## src/rtl/colseq_pkg.sv

```systemverilog
// Shared types for the burst column sequencer.
// Assumes: the length code table is fixed; widths live in the modules.
package colseq_pkg;

    typedef enum logic {
        ORD_LINEAR = 1'b0,
        ORD_XOR    = 1'b1
    } order_e;

    // Burst settings captured at start.
    typedef struct packed {
        order_e     ord;
        logic       full;      // open-ended burst, stops on terminate only
        logic [2:0] last_idx;  // beat index of the final beat (fixed bursts)
    } burst_cfg_t;

endpackage

```

## src/rtl/colseq_mode_dec.sv

```systemverilog
// Mode register and decoder.
// Holds the programmed mode word and turns it into burst settings, a
// latency count and a legality flag.
// Assumes: field positions are latency [6:4], order [3], length [2:0].
module colseq_mode_dec
    import colseq_pkg::*;
#(
    parameter int          MODE_W     = 7,
    parameter int          LAT_W      = 2,
    parameter logic [6:0]  RESET_MODE = 7'b0010000
) (
    input  logic              clk,
    input  logic              rst_n,
    input  logic              mode_load,
    input  logic [MODE_W-1:0] mode_word,
    output burst_cfg_t        cfg,
    output logic [LAT_W-1:0]  lat_clks,
    output logic              bad_cfg
);

    logic [MODE_W-1:0] mode_q;
    logic [2:0]        lat_code;
    logic [2:0]        len_code;
    logic              len_ok;
    logic              lat_ok;
    logic              order_ok;

    // Store the mode word on its load strobe.
    always_ff @(posedge clk) begin
        if (!rst_n)
            mode_q <= MODE_W'(RESET_MODE);
        else if (mode_load)
            mode_q <= mode_word;
    end

    // Decode the length field into a last-beat index or the full-page flag.
    always_comb begin
        len_code     = mode_q[2:0];
        cfg.ord      = order_e'(mode_q[3]);
        cfg.full     = 1'b0;
        cfg.last_idx = 3'd0;
        len_ok       = 1'b1;
        case (len_code)
            3'b000:  cfg.last_idx = 3'd0;
            3'b001:  cfg.last_idx = 3'd1;
            3'b010:  cfg.last_idx = 3'd3;
            3'b011:  cfg.last_idx = 3'd7;
            3'b111:  cfg.full     = 1'b1;
            default: len_ok       = 1'b0;
        endcase
    end

    // Decode latency and combine the legality checks.
    always_comb begin
        lat_code = mode_q[6:4];
        lat_ok   = (lat_code == 3'b001) || (lat_code == 3'b010) || (lat_code == 3'b011);
        lat_clks = lat_ok ? LAT_W'(lat_code) : '0;
        order_ok = (cfg.ord == ORD_LINEAR) || (len_code == 3'b010) || (len_code == 3'b011);
        bad_cfg  = !(lat_ok && len_ok && order_ok);
    end

endmodule

```

## src/rtl/colseq_beat_ctr.sv

```systemverilog
// Burst state: active flag, beat counter, start column and captured settings.
// Assumes: launch is already gated by the legality flag; launch beats
// terminate; the counter wraps modulo 2**COL_W in full-page bursts.
module colseq_beat_ctr
    import colseq_pkg::*;
#(
    parameter int COL_W = 8
) (
    input  logic             clk,
    input  logic             rst_n,
    input  logic             launch,
    input  logic             terminate,
    input  logic [COL_W-1:0] start_col,
    input  burst_cfg_t       cfg_in,
    output logic             active,
    output logic [COL_W-1:0] beat,
    output logic [COL_W-1:0] base,
    output burst_cfg_t       cfg_q,
    output logic             at_last
);

    // Flag the final beat of a fixed-length burst.
    always_comb begin
        at_last = active && !cfg_q.full && (beat == COL_W'(cfg_q.last_idx));
    end

    // Start, advance, or end the burst.
    always_ff @(posedge clk) begin
        if (!rst_n) begin
            active <= 1'b0;
            beat   <= '0;
            base   <= '0;
            cfg_q  <= '0;
        end else if (launch) begin
            active <= 1'b1;
            beat   <= '0;
            base   <= start_col;
            cfg_q  <= cfg_in;
        end else if (active) begin
            if (terminate || at_last)
                active <= 1'b0;
            else
                beat <= beat + 1'b1;
        end
    end

endmodule

```

## src/rtl/colseq_addr_map.sv

```systemverilog
// Maps start column and beat index to a column address.
// Linear order adds (wraps modulo 2**COL_W). Interleave order XORs the low
// XOR_W bits. Higher bits pass through, since the beat index stays below
// 2**XOR_W in interleave bursts.
module colseq_addr_map
    import colseq_pkg::*;
#(
    parameter int COL_W = 8,
    parameter int XOR_W = 3
) (
    input  order_e           ord,
    input  logic [COL_W-1:0] base,
    input  logic [COL_W-1:0] beat,
    output logic [COL_W-1:0] addr
);

    logic [COL_W-1:0] sum;

    // Linear-order column, truncated to the column width.
    always_comb sum = base + beat;

    // Per-bit select between sum and XOR or pass-through.
    for (genvar i = 0; i < COL_W; i++) begin : g_bit
        if (i < XOR_W) begin : g_xor
            assign addr[i] = (ord == ORD_XOR) ? (base[i] ^ beat[i]) : sum[i];
        end else begin : g_keep
            assign addr[i] = (ord == ORD_XOR) ? base[i] : sum[i];
        end
    end

endmodule

```

## src/rtl/sdram_colseq.sv

```systemverilog
// Top: SDRAM burst column address sequencer.
// Decodes the mode word and runs one burst at a time, emitting one column
// per clock starting the cycle after an accepted start.
// Assumes: a synchronous active-low reset; start refused while the mode is illegal.
module sdram_colseq
    import colseq_pkg::*;
#(
    parameter int COL_W  = 8,
    parameter int MODE_W = 7,
    parameter int LAT_W  = 2
) (
    input  logic              clk,
    input  logic              rst_n,
    input  logic              mode_load,
    input  logic [MODE_W-1:0] mode_word,
    input  logic              start,
    input  logic [COL_W-1:0]  start_col,
    input  logic              terminate,
    output logic [COL_W-1:0]  col_addr,
    output logic              col_valid,
    output logic              burst_last,
    output logic [LAT_W-1:0]  cas_lat,
    output logic              cfg_error
);

    localparam int XOR_W = 3;

    burst_cfg_t       cfg_now;
    burst_cfg_t       cfg_run;
    logic             launch;
    logic             active;
    logic             at_last;
    logic [COL_W-1:0] beat;
    logic [COL_W-1:0] base;

    colseq_mode_dec #(.MODE_W(MODE_W), .LAT_W(LAT_W)) u_dec (
        .clk       (clk),
        .rst_n     (rst_n),
        .mode_load (mode_load),
        .mode_word (mode_word),
        .cfg       (cfg_now),
        .lat_clks  (cas_lat),
        .bad_cfg   (cfg_error)
    );

    // Accept a start only under a legal mode.
    always_comb launch = start && !cfg_error;

    colseq_beat_ctr #(.COL_W(COL_W)) u_ctr (
        .clk       (clk),
        .rst_n     (rst_n),
        .launch    (launch),
        .terminate (terminate),
        .start_col (start_col),
        .cfg_in    (cfg_now),
        .active    (active),
        .beat      (beat),
        .base      (base),
        .cfg_q     (cfg_run),
        .at_last   (at_last)
    );

    colseq_addr_map #(.COL_W(COL_W), .XOR_W(XOR_W)) u_map (
        .ord  (cfg_run.ord),
        .base (base),
        .beat (beat),
        .addr (col_addr)
    );

    // Drive the beat flags.
    always_comb begin
        col_valid  = active;
        burst_last = at_last;
    end

endmodule

```

## config.mk

```make
export PLATFORM = sky130hd
export DESIGN_NAME = sdram_colseq
export DESIGN_NICKNAME = d
export VERILOG_FILES = /design/src/rtl/colseq_pkg.sv /design/src/rtl/colseq_mode_dec.sv /design/src/rtl/colseq_beat_ctr.sv /design/src/rtl/colseq_addr_map.sv /design/src/rtl/sdram_colseq.sv
export SDC_FILE = /design/constraint.sdc
export NUM_CORES = 1
export LEC_CHECK = 0
export BUFFER_PORTS_ARGS = -buffer_cell sky130_fd_sc_hd__buf_2
export CAP_MARGIN = 40
export CORE_AREA = 3 3 86 88
export CTS_CLUSTER_DIAMETER = 60
export DETAILED_ROUTE_END_ITERATION = 8
export DIE_AREA = 0 0 89 91
export PLACE_DENSITY = 0.45
export SLEW_MARGIN = 30
export SYNTH_ARGS = -nofsm -noshare
export SYNTH_HDL_FRONTEND = slang
export SYNTH_SLANG_ARGS = --single-unit
export TNS_END_PERCENT = 100
```

## constraint.sdc

```tcl
create_clock -name clk -period 5.1 [get_ports clk]
set_input_delay 0.255 -clock clk [delete_from_list [all_inputs] [get_ports clk]]
set_output_delay 0.255 -clock clk [all_outputs]
set_load 0.03 [all_outputs]
```

# Word level (Yosys, flattened, before mapping)
# Index checks and enable logic that the tools add are counted.
# classes
n_addsub,2
n_eq_ne,8
n_bitwise,6
n_mux,15
n_reduce_logical,16
# ops
operator,count
$mux 1,13
$eq 3x2->1 const B,4
$pmux 3 s3,1
$add 8x1->8 const B,1
$add 8x8->8,1
$eq 8x3->1,1
$eq 3x1->1 const B,2
$logic_and 1x1->1,5
$logic_or 1x1->1,5
$reduce_or 5->1,1
$eq 3x3->1 const B,1
$logic_not 3->1,1
$not 1->1,3
$xor 1x1->1,3
$logic_not 1->1,2
$mux 2,1
$reduce_and 2->1,1
$reduce_or 2->1,1
# totals
ff_bits,29
output_inout_bits,13
inputBits,20
wordCells,54

# Depth between registers and ports, before layout
# Gate-level depths: netlist of run 1.
# logic_depth
ltp_word,7
depth_mapped,7

# Hierarchy
# Synthesis of run 1 repeated with hierarchy kept, for this count alone.
# unflattened
hier_cells,192
area_unflattened_um2,1789.2
# modules_own_cells
module,seq_area_each_um2,cells_per_inst,instances,area_per_inst_um2
colseq_beat_ctr,440.4,106,1,1054.8
colseq_addr_map,0.0,51,1,381.6
colseq_mode_dec,140.1,34,1,339.1
sdram_colseq,0.0,1,1,13.8

# Worst setup path after synthesis of run 1
# No wires, ideal clock.
# synth_path
kind,reg-to-output
from,reg u_ctr.beat[1]
to,out col_addr[7]
required_time_ns,4.845
path_stages_with_launch,6
slack_ns,2.596
arrival_ns,2.249
n_path_buf,0
path_cell_list,dfxtp_1 -> ha_1 -> a21o_1 -> a2111oi_4 -> mux2i_1 -> a221oi_1
# synth_between
elab_chain_cells,2
# synth_rtl
element,line,rtl
"start, declared",colseq_beat_ctr.sv:16,"output logic [COL_W-1:0] beat,"
"start signal, assigned",colseq_beat_ctr.sv:43,beat <= beat + 1'b1;
$add 8x8->8,colseq_addr_map.sv:20,always_comb sum = base + beat;
$mux 1,colseq_addr_map.sv:27,assign addr[i] = (ord == ORD_XOR) ? base[i] : sum[i];
"end, declared",sdram_colseq.sv:19,"output logic [COL_W-1:0] col_addr,"
# No other way between the ends.

# Final worst setup path of run 1
# layout_path
from,reg u_ctr.beat[0]
to,out col_addr[6]
# The elaborated chain is that of the path after synthesis.

==> reports/metrics.json, run 1 <==
{
  "root_buffer": "sky130_fd_sc_hd__clkbuf_8",
  "intPower_uw": 362,
  "worstHoldPathType": "input pin to flip-flop",
  "cts_resized": 0,
  "cts_max_path_buffers": 2,
  "dr.first_iter.drc_count": 58,
  "power.net_switching_uw": 165,
  "clk_transition_reported_paths_ns": 0.06,
  "synth.avg_cell_area_um2": 8.73,
  "firstDrtPassIters": 4,
  "fp.dieArea_um2": 8100,
  "number_of_flops_mapped_to_enable_cells_by_yosys": 0,
  "share_seq_of_total_power": 0.466,
  "postCtsSetupBuffers": 0,
  "share_of_synthesized_area_occupied_by_flip_flops_and_latches": 0.334,
  "timing.final.hold_violations": 0,
  "grt_max_degree": 24,
  "top_level_ports": 33,
  "port-buffer-count": 32,
  "grt_usage": 0.123,
  "yosysWarningCount": 0,
  "total_wirelength_of_the_detailed_routed_design_um": 4580,
  "placement_rows": 30,
  "highest_achievable_clock_rate_mhz": 350,
  "fin_nets": 255,
  "finalWeightedCongestion": 0.792,
  "detailed_place_hpwl_um": 3270,
  "setup.reg_to_reg.worst_slack_ns": 2.85,
  "remaining_drc_errors": 0,
  "tritoncts.num_buffers": 5,
  "synth_top_flop_cell": "sky130_fd_sc_hd__dfxtp_1",
  "synth_cell_type_count": 48,
  "initial_utilization": 0.258,
  "post-route-min-period_ns": 2.86,
  "number_of_vias_in_the_routed_layout": 1584,
  "final-max-slew-violation-count": 0,
  "finalClockSkew_ns": 0.00569,
  "setup_ws_ns": 2.24,
  "netlist_area_um2": 1740,
  "setup.worst_path.end_class": "primary output",
  "async_flop_share": 0,
  "pre_cts_slack_ns": 2.55,
  "grt_antenna_before_repair": 0,
  "post_synth_inst_count": 199,
  "core_region_area_um2": 6720,
  "critical_path.max_fanout": 8,
  "tritoncts_num_sinks": 29,
  "timing.final.crit_share": 0.560,
  "cp_capture_point": "col_addr[6]",
  "syn_nets": 228,
  "r2r-start": "u_dec.mode_q[1]$_SDFFE_PN0P_",
  "fp.dieW_um": 89,
  "swShare": 0.313,
  "grt_pass1_wl_um": 7670,
  "timing.critical_path.from_type": "flip-flop",
  "ir_drop_mv": 0.0866,
  "reg2regPathDepth": 5,
  "drtAntennaViolNets": 0,
  "detail_route.wl_per_cell_um": 14.9,
  "number_of_global_route_vias_before_repair": 1494,
  "mostFrequentLayoutCell": "sky130_fd_sc_hd__buf_2",
  "globalRoute.totalOverflow": 0,
  "timing.rr.end": "u_ctr.cfg_q[0]$_SDFFE_PN0P_",
  "rsz_0062_raised_after_global_routing": "false",
  "chipHeight_um": 91,
  "tritoncts": "yes",
  "clock_power_share": 0.355,
  "antenna-diode-count": 0,
  "outcome": "finished clean",
  "cts-hold-fix-buffers": 0,
  "max-slew-margin-rel": 0.519,
  "post_route_cells_drive_above_1_share": 0.194,
  "power.combinational.fraction": 0.179,
  "mostFrequentLayoutCells": "32 x sky130_fd_sc_hd__buf_2, 29 x sky130_fd_sc_hd__dfxtp_1, 18 x sky130_fd_sc_hd__a21oi_1",
  "setup-violations-final": 0,
  "finalNonFillerCells": 307,
  "routed_via_density": 5.16,
  "timing.setup.critical_path_class": "flip-flop to primary output",
  "max_slew.worst_pin.slew_ns": 0.721,
  "syn_to_final_growth_pct": 16.8,
  "drv_cap": 0,
  "pwr_density_cell_nw_per_um2": 260,
  "placed_cells": 299,
  "ys_ff_latch": 29,
  "crit_path_start": "u_ctr.beat[0]$_SDFFE_PP0P_",
  "cts-htree-levels": 2,
  "static-leakage-power_nw": 0.885,
  "cp.arrival_ns": 2.60,
  "worstSkewPairLatency_ns": 0.28,
  "setup-tns-final_ns": 0,
  "critPathRequiredTime_ns": 4.85
}
layout make-up:
cell class	count	area, µm²
repair buffers	32	160
inverters	4	15.0
multi-input cells	154	1090
flip-flops and latches	29	581
well taps	80	100
clock inverters	2	10.0
fillers	739	4690
clock buffers	6	72.6
critical path, stage by stage, from the launching register on:
cell and delay [ns]:
sky130_fd_sc_hd__dfxtp_1 0.39, sky130_fd_sc_hd__ha_1 0.25, sky130_fd_sc_hd__fa_1 0.40, sky130_fd_sc_hd__a21o_1 0.18, sky130_fd_sc_hd__a311o_1 0.38, sky130_fd_sc_hd__a2111oi_0 0.38, sky130_fd_sc_hd__nand3b_1 0.15, sky130_fd_sc_hd__buf_2 0.20
cell families (layout without fill, tap and decap cells):
| family | count (synthesis) | after routing | share of synthesized area |
|---|---|---|---|
| AND/OR/NAND/NOR | 63 | 63 | 0.205 |
| AO/OA/AOI/OAI | 58 | 58 | 0.222 |
| flip-flops | 29 | 29 | 0.334 |
| XOR/XNOR | 11 | 11 | 0.0555 |
| buffers and inverters | 16 | 44 | 0.0382 |
| adder cells (fa/ha/maj) | 9 | 9 | 0.0692 |
| multiplexers | 13 | 13 | 0.0757 |
power by group through the flow:
stage / combinational, mW / clock, mW / sequential, mW
5_1_grt: 0.106 / 0.205 / 0.247
4_1_cts: 0.0962 / 0.193 / 0.246
3_5_place_dp: 0.0958 / 0 / 0.251
3_3_place_gp: 0.0948 / 0 / 0.251
2_1_floorplan: 0.0696 / 0 / 0.249
6_report: 0.0945 / 0.187 / 0.246
worst min path at each step:
| stage | cells past startpoint | end | slack (ns) | start |
|---|---|---|---|---|
| floorplan | 2 | u_dec.mode_q[4]$_SDFFE_PN1P_ | 0.38 | mode_word[4] |
| global placement | 3 | u_dec.mode_q[4]$_SDFFE_PN1P_ | 0.48 | mode_word[4] |
| detailed placement | 2 | u_ctr.cfg_q[1]$_SDFFE_PN0P_ | 0.48 | u_ctr.cfg_q[1]$_SDFFE_PN0P_ |
| CTS | 3 | u_dec.mode_q[4]$_SDFFE_PN1P_ | 0.20 | mode_word[4] |
| global route | 3 | u_dec.mode_q[4]$_SDFFE_PN1P_ | 0.20 | mode_word[4] |
| finish | 3 | u_dec.mode_q[4]$_SDFFE_PN1P_ | 0.21 | mode_word[4] |
metrics by stage:
step / cell area, µm² / util / power [mW] / hold slack (ns)
floorplan: 1740 / - / 0.318 / 0.384
global placement: 1950 / 0.290 / 0.346 / 0.476
detailed placement: 1950 / 0.290 / 0.347 / 0.484
CTS: 2030 / 0.302 / 0.535 / 0.197
global route: 2030 / 0.302 / 0.558 / 0.203
finish: 2030 / 0.302 / 0.528 / 0.206
cells in the mapped netlist (all sizes together), types with 2 or more instances:
cell type	count	area share
dfxtp	29	0.33
a21oi	18	0.052
o21ai	17	0.049
nor2	14	0.030
mux2i	12	0.069
nand3	11	0.032
xor2	10	0.050
nand2	9	0.019
clkbuf	8	0.017
ha	8	0.058
nor2b	5	0.018
o211ai	5	0.022
and3	4	0.014
buf	4	0.012
inv	4	0.0086
nand4	4	0.014
a211o	3	0.015
a2111oi	2	0.021
a21o	2	0.0086
and2	2	0.0072
nand2b	2	0.0072
nor3	2	0.0058
o21a	2	0.0086
or4	2	0.0086
registers in the layout, summed over array words and instances, names as in the netlist:
signal and cells:
u_ctr.base 8, u_ctr.beat 8, u_dec.mode_q 7, u_ctr.cfg_q 5, u_ctr.active 1
layer usage:
layer  wire length [µm]  track usage  vias to the layer above
met5                  0            0                        -
met4                 68       0.0422                        0
met3                238       0.0327                        7
met2               1980        0.178                       36
met1               2290        0.176                      744
li1                   -            -                      797
Note: power is estimated with default switching activity, not from simulation.
==> inputs of run 2 (changes only) <==
--- a/config.mk
+++ b/config.mk
@@ -11,7 +11,7 @@
 export CTS_CLUSTER_DIAMETER = 60
 export DETAILED_ROUTE_END_ITERATION = 8
 export DIE_AREA = 0 0 89 91
-export PLACE_DENSITY = 0.45
+export PLACE_DENSITY = 0.46
 export SLEW_MARGIN = 30
 export SYNTH_ARGS = -nofsm -noshare
 export SYNTH_HDL_FRONTEND = slang
==> constraint.sdc (replaced) <==
create_clock -name clk -period 2.3 [get_ports clk]
set_input_delay 0.115 -clock clk [delete_from_list [all_inputs] [get_ports clk]]
set_output_delay 0.115 -clock clk [all_outputs]
set_load 0.03 [all_outputs]
==> run 2 against run 1 <==
  * Sequential share of layout area decreased by 1.8 points
  * Global-route usage decreased by 0.47 points
  * Flip-flop and latch count unchanged
  * Sequential power increased by 120%
  * Critical endpoint unchanged
==> reports/metrics.json, run 2 (synthesized netlist as in run 1, its figures left out) <==
{
  "crit_buf_inv": 1,
  "timing.final.hold_violations": 0,
  "grt_pass1_wl_um": 7490,
  "antenna-diode-count": 0,
  "post-route-min-period_ns": 2.27,
  "globalRouteMet3Util": 0.0299,
  "drv_cap": 0,
  "final-max-slew-violation-count": 0,
  "drtAntennaViolNets": 0,
  "cp_capture_point": "col_addr[6]",
  "globalRoute.totalOverflow": 0,
  "number_of_global_route_vias_before_repair": 1502,
  "ir_drop_mv": 0.234,
  "largest_registers": "u_ctr.base x8, u_ctr.beat x8, u_dec.mode_q x7",
  "critPathRequiredTime_ns": 2.18,
  "firstDrtPassIters": 4,
  "tritoncts": "yes",
  "timing.final.crit_share": 0.988,
  "total_wirelength_of_the_detailed_routed_design_um": 4500,
  "crit_family": "compound AO/OA/AOI/OAI gates",
  "timing.setup.critical_path_class": "flip-flop to primary output",
  "routed_via_density": 4.91,
  "tritoncts.num_buffers": 5,
  "port-buffer-count": 32,
  "cp_slowest_stage_delay_ns": 0.33,
  "pwr_density_cell_nw_per_um2": 565,
  "setup-violations-final": 0,
  "timing.rr.end": "u_ctr.active$_SDFF_PN0_",
  "grt_antenna_before_repair": 0,
  "detail_route.wl_per_cell_um": 14.3,
  "mostFrequentLayoutCells": "29 x sky130_fd_sc_hd__buf_2, 23 x sky130_fd_sc_hd__dfxtp_1, 18 x sky130_fd_sc_hd__a21oi_1",
  "grt.busiest_layer": "met2",
  "finalWeightedCongestion": 0.699,
  "total_power_mw": 1.25,
  "top_level_ports": 33,
  "max-slew-margin-rel": 0.513,
  "fp.dieW_um": 89,
  "cp.arrival_ns": 2.16,
  "clk_transition_reported_paths_ns": 0.06,
  "core_region_area_um2": 6720,
  "timing.critical_path.from_type": "flip-flop",
  "dr.first_iter.drc_count": 81,
  "placement_rows": 30,
  "cts-hold-fix-buffers": 0,
  "cp_max_delay_cell": "sky130_fd_sc_hd__dfxtp_2",
  "rsz_0062_raised_after_global_routing": "true",
  "syn_to_final_growth_pct": 27.2,
  "fin_nets": 263,
  "grt.met1_usage": 0.157,
  "grtUsageMet2": 0.184,
  "setup.worst_path.end_class": "primary output",
  "cts-htree-levels": 2,
  "worstHoldPathType": "input pin to flip-flop",
  "reg2regPathDepth": 5,
  "critical_path.max_fanout": 2,
  "number_of_vias_in_the_routed_layout": 1548,
  "root_buffer": "sky130_fd_sc_hd__clkbuf_8",
  "layout.core_utilization": 0.329,
  "remaining_drc_errors": 0,
  "outcome": "finished clean",
  "detailed_place_hpwl_um": 3280,
  "mostFrequentLayoutCell": "sky130_fd_sc_hd__buf_2",
  "crit_path_start": "u_ctr.base[0]$_SDFFE_PN0P_",
  "fp.dieArea_um2": 8100,
  "initial_utilization": 0.258,
  "worstSkewPairLatency_ns": 0.28,
  "grt_usage": 0.119,
  "max_slew.worst_pin.slew_ns": 0.730,
  "highest_achievable_clock_rate_mhz": 440,
  "setup.reg_to_reg.worst_slack_ns": 0.50,
  "cts_max_path_buffers": 2,
  "post_route_cells_drive_above_1_share": 0.285,
  "chipHeight_um": 91,
  "finalClockSkew_ns": 0.00800,
  "r2r-start": "u_ctr.beat[3]$_SDFFE_PP0P_",
  "cp_num_cells": 7,
  "static-leakage-power_nw": 0.925,
  "tritoncts_num_sinks": 29,
  "crit_path_cell_trace": "ha_4 > fa_2 > a21o_1 > a311o_1 > a2111oi_2 > nand3b_1 > buf_6",
  "grt_max_degree": 24
}
## run 2: changes by cell type in the layout (fill, tap and decap cells not counted), sizes merged
cell    change
buf         +8
clkbuf      +1
clkinv      -1
## run 2: what timing repair did
item | 4_1_cts | 5_1_grt
buffers inserted | 1 | 0
pin swaps | 4 | 1
endpoints found under the setup margin | 3 | 3
resized for setup | 8 | 13
## run 2: routing by layer
metal / part of all wire / vias up
met4: 0.017 / 0
met3: 0.031 / 8
met2: 0.46 / 24
li1: - / 797
met1: 0.49 / 719
met5: 0 / -
## run 2: how the worst min path moves through the flow
stage / start / end / cells after the start
after detailed placement: mode_word[4] / u_dec.mode_q[4]$_SDFFE_PN1P_ / 3
final: mode_word[4] / u_dec.mode_q[4]$_SDFFE_PN1P_ / 3
after global placement: mode_word[4] / u_dec.mode_q[4]$_SDFFE_PN1P_ / 3
after CTS: mode_word[4] / u_dec.mode_q[4]$_SDFFE_PN1P_ / 3
after global routing: mode_word[4] / u_dec.mode_q[4]$_SDFFE_PN1P_ / 3
after floorplan: mode_word[4] / u_dec.mode_q[4]$_SDFFE_PN1P_ / 2
## run 2: layout make-up
class                           count  area (µm²)
Clock buffer                        7        96.3
Clock inverter                      1        5.00
Fill cell                         703        4510
Inverter                            4        15.0
Multi-Input combinational cell    154        1170
Sequential cell                    29         593
Tap cell                           80         100
Timing Repair Buffer               40         231
## run 2: where the power goes
part | internal, mW | total [mW] | switching (mW)
clock | 0.270 | 0.476 | 0.206
combinational | 0.0850 | 0.226 | 0.141
sequential | 0.522 | 0.545 | 0.0231
## run 2: worst reg2reg max path, cell delays in order, from the launching register on
cell,delay [ns]
sky130_fd_sc_hd__dfxtp_1,0.34
sky130_fd_sc_hd__buf_4,0.15
sky130_fd_sc_hd__or4b_1,0.57
sky130_fd_sc_hd__nor4_4,0.21
sky130_fd_sc_hd__a21boi_1,0.21
sky130_fd_sc_hd__o21a_1,0.22
## run 2: stage by stage
step                worst slack (ns)  area, µm²  TNS [ns]  hold WS, ns  std cells
floorplan                     0.0720       1740         0        0.244        199
global placement              0.0220       2000         0        0.340        306
detailed placement            0.0213       2000         0        0.337        306
CTS                          -0.0423       2130   -0.0423       0.0441        315
global route                  -0.142       2210    -0.199       0.0575        315
finish                        0.0271       2210         0       0.0523        315
==> inputs of run 3 (changes only) <==
--- a/config.mk
+++ b/config.mk
@@ -11,7 +11,7 @@
 export CTS_CLUSTER_DIAMETER = 60
 export DETAILED_ROUTE_END_ITERATION = 8
 export DIE_AREA = 0 0 89 91
-export PLACE_DENSITY = 0.46
+export PLACE_DENSITY = 0.45
 export SLEW_MARGIN = 30
 export SYNTH_ARGS = -nofsm -noshare
 export SYNTH_HDL_FRONTEND = slang
==> constraint.sdc (replaced) <==
create_clock -name clk -period 2.4 [get_ports clk]
set_input_delay 0.12 -clock clk [delete_from_list [all_inputs] [get_ports clk]]
set_output_delay 0.12 -clock clk [all_outputs]
set_load 0.03 [all_outputs]
==> run 3 against run 2 <==
  * Sequential share of layout area shrank 0.24 points
  * Combinational power is 3% lower
  * Die area unchanged
  * Critical path depth decreased by 1
  * Power grew 2.8%
  * Clock power grew 13%
  * Worst hold slack worse by 0.0017 ns
  * First-iteration DRC count decreased by 11%
  * Largest cell class unchanged
==> reports/metrics.json, run 3 (synthesized netlist as in run 1, its figures left out) <==
{
  "post-route-min-period_ns": 2.35,
  "drv_cap": 0,
  "timing.rr.end": "u_ctr.active$_SDFF_PN0_",
  "pwr_density_cell_nw_per_um2": 582,
  "core_region_area_um2": 6720,
  "tritoncts_num_sinks": 29,
  "outcome": "finished clean",
  "highest_achievable_clock_rate_mhz": 425,
  "placement_rows": 30,
  "worstSkewPairLatency_ns": 0.29,
  "setup-tns-final_ns": 0,
  "grt_antenna_before_repair": 0,
  "cp_capture_point": "col_addr[7]",
  "reg2regPathDepth": 4,
  "final.hold.worst_slack_ns": 0.0506,
  "ir_drop_mv": 0.185,
  "antenna-diode-count": 0,
  "grt_pass1_wl_um": 7860,
  "globalRoute.totalOverflow": 0,
  "static-leakage-power_nw": 0.931,
  "detail_route.wl_per_cell_um": 15.2,
  "port-buffer-count": 32,
  "cts-htree-levels": 2,
  "mostFrequentLayoutCell": "sky130_fd_sc_hd__buf_2",
  "timing.setup.critical_path_class": "flip-flop to primary output",
  "syn_to_final_growth_pct": 26.9,
  "tritoncts": "yes",
  "fin_nets": 263,
  "grt_max_degree": 24,
  "total_power_mw": 1.28,
  "finalClockSkew_ns": 0.00827,
  "dr.first_iter.drc_count": 72,
  "critical_path.max_fanout": 5,
  "detailed_place_hpwl_um": 3310,
  "cp.arrival_ns": 2.23,
  "setup-violations-final": 0,
  "total_wirelength_of_the_detailed_routed_design_um": 4780,
  "grt_usage": 0.127,
  "setup.reg_to_reg.worst_slack_ns": 0.70,
  "timing.critical_path.from_type": "flip-flop",
  "max_slew.worst_pin.slew_ns": 0.776,
  "number_of_vias_in_the_routed_layout": 1598,
  "chipHeight_um": 91,
  "cts_max_path_buffers": 2,
  "placed_cells": 305,
  "crit_path_start": "u_ctr.base[3]$_SDFFE_PN0P_",
  "final-max-slew-violation-count": 0,
  "timing.final.crit_share": 0.980,
  "root_buffer": "sky130_fd_sc_hd__clkbuf_8",
  "worstHoldPathType": "input pin to flip-flop",
  "max-slew-margin-rel": 0.482,
  "filler_cell_count": 692,
  "critPathRequiredTime_ns": 2.28,
  "routed_via_density": 5.07,
  "clk_transition_reported_paths_ns": 0.07,
  "largest_registers": "u_ctr.base x8, u_ctr.beat x8, u_dec.mode_q x7",
  "top_level_ports": 33,
  "remaining_drc_errors": 0,
  "finalWeightedCongestion": 0.760,
  "firstDrtPassIters": 4,
  "tritoncts.num_buffers": 5,
  "mostFrequentLayoutCells": "29 x sky130_fd_sc_hd__buf_2, 24 x sky130_fd_sc_hd__dfxtp_1, 18 x sky130_fd_sc_hd__a21oi_1",
  "number_of_global_route_vias_before_repair": 1601,
  "post_route_cells_drive_above_1_share": 0.272,
  "fp.dieArea_um2": 8100,
  "fp.dieW_um": 89,
  "initial_utilization": 0.258,
  "setup.worst_path.end_class": "primary output",
  "drtAntennaViolNets": 0,
  "finalNonFillerCells": 315,
  "r2r-start": "u_ctr.beat[3]$_SDFFE_PP0P_",
  "timing.final.hold_violations": 0
}
[run 3: how the worst min path moves through the flow]
stage	end	slack (ns)	cells past startpoint	start
after floorplan	u_dec.mode_q[4]$_SDFFE_PN1P_	0.25	2	mode_word[4]
after global placement	u_dec.mode_q[4]$_SDFFE_PN1P_	0.35	3	mode_word[4]
after detailed placement	u_dec.mode_q[4]$_SDFFE_PN1P_	0.35	3	mode_word[4]
after CTS	u_dec.mode_q[4]$_SDFFE_PN1P_	0.04	3	mode_word[4]
after global routing	u_ctr.base[7]$_SDFFE_PN0P_	0.08	3	start_col[7]
final	u_dec.mode_q[4]$_SDFFE_PN1P_	0.05	3	mode_word[4]
[run 3: through the flow]
step	worst slack (ns)	area (µm²)	util
final	0.0473	2200	0.328
after global routing	-0.0492	2200	0.328
after CTS	0.0214	2140	0.318
after detailed placement	0.0680	1990	0.296
after global placement	0.113	1990	0.296
after floorplan	0.0305	1740	-
[run 3: area by class of cell]
type                       instances  area (µm²)  share of cell area
clock inverter                     1        30.0              0.0136
tap                               80         100              0.0454
timing repair buffer              40         231               0.105
clock buffer                       7        86.3              0.0392
multi-input combinational        154        1150               0.524
sequential                        29         587               0.266
inverter                           4        15.0             0.00681
[run 3: worst max-delay path, stage by stage, from the launching register on]
cell and delay [ns]:
sky130_fd_sc_hd__dfxtp_1 0.42, sky130_fd_sc_hd__ha_4 0.25, sky130_fd_sc_hd__and3_1 0.22, sky130_fd_sc_hd__a2111oi_4 0.43, sky130_fd_sc_hd__mux2i_1 0.17, sky130_fd_sc_hd__a221oi_2 0.25, sky130_fd_sc_hd__buf_4 0.20
[run 3: what timing repair did]
item,in CTS,in global routing
setup endpoints to repair,2,3
hold buffers,0,0
cloned,0,0
resized for setup,8,10
hold endpoints to repair,0,0
buffers inserted,1,1
pin swaps,3,1
[run 3: per-layer routing]
| layer | up-vias | wire length, µm | track usage |
|---|---|---|---|
| li1 | 803 | - | - |
| met1 | 757 | 2330 | 0.166 |
| met2 | 29 | 2130 | 0.188 |
| met3 | 9 | 209 | 0.0426 |
| met4 | 0 | 113 | 0.0571 |
| met5 | - | 0 | 0 |
[run 3: power breakdown]
part / total, mW / leakage (nW) / switching (mW) / internal [mW]
registers: 0.523 / 0.239 / 0.0217 / 0.502
logic: 0.220 / 0.634 / 0.139 / 0.0814
clock network: 0.540 / 0.0585 / 0.201 / 0.338
total: 1.28 / 0.931 / 0.362 / 0.921
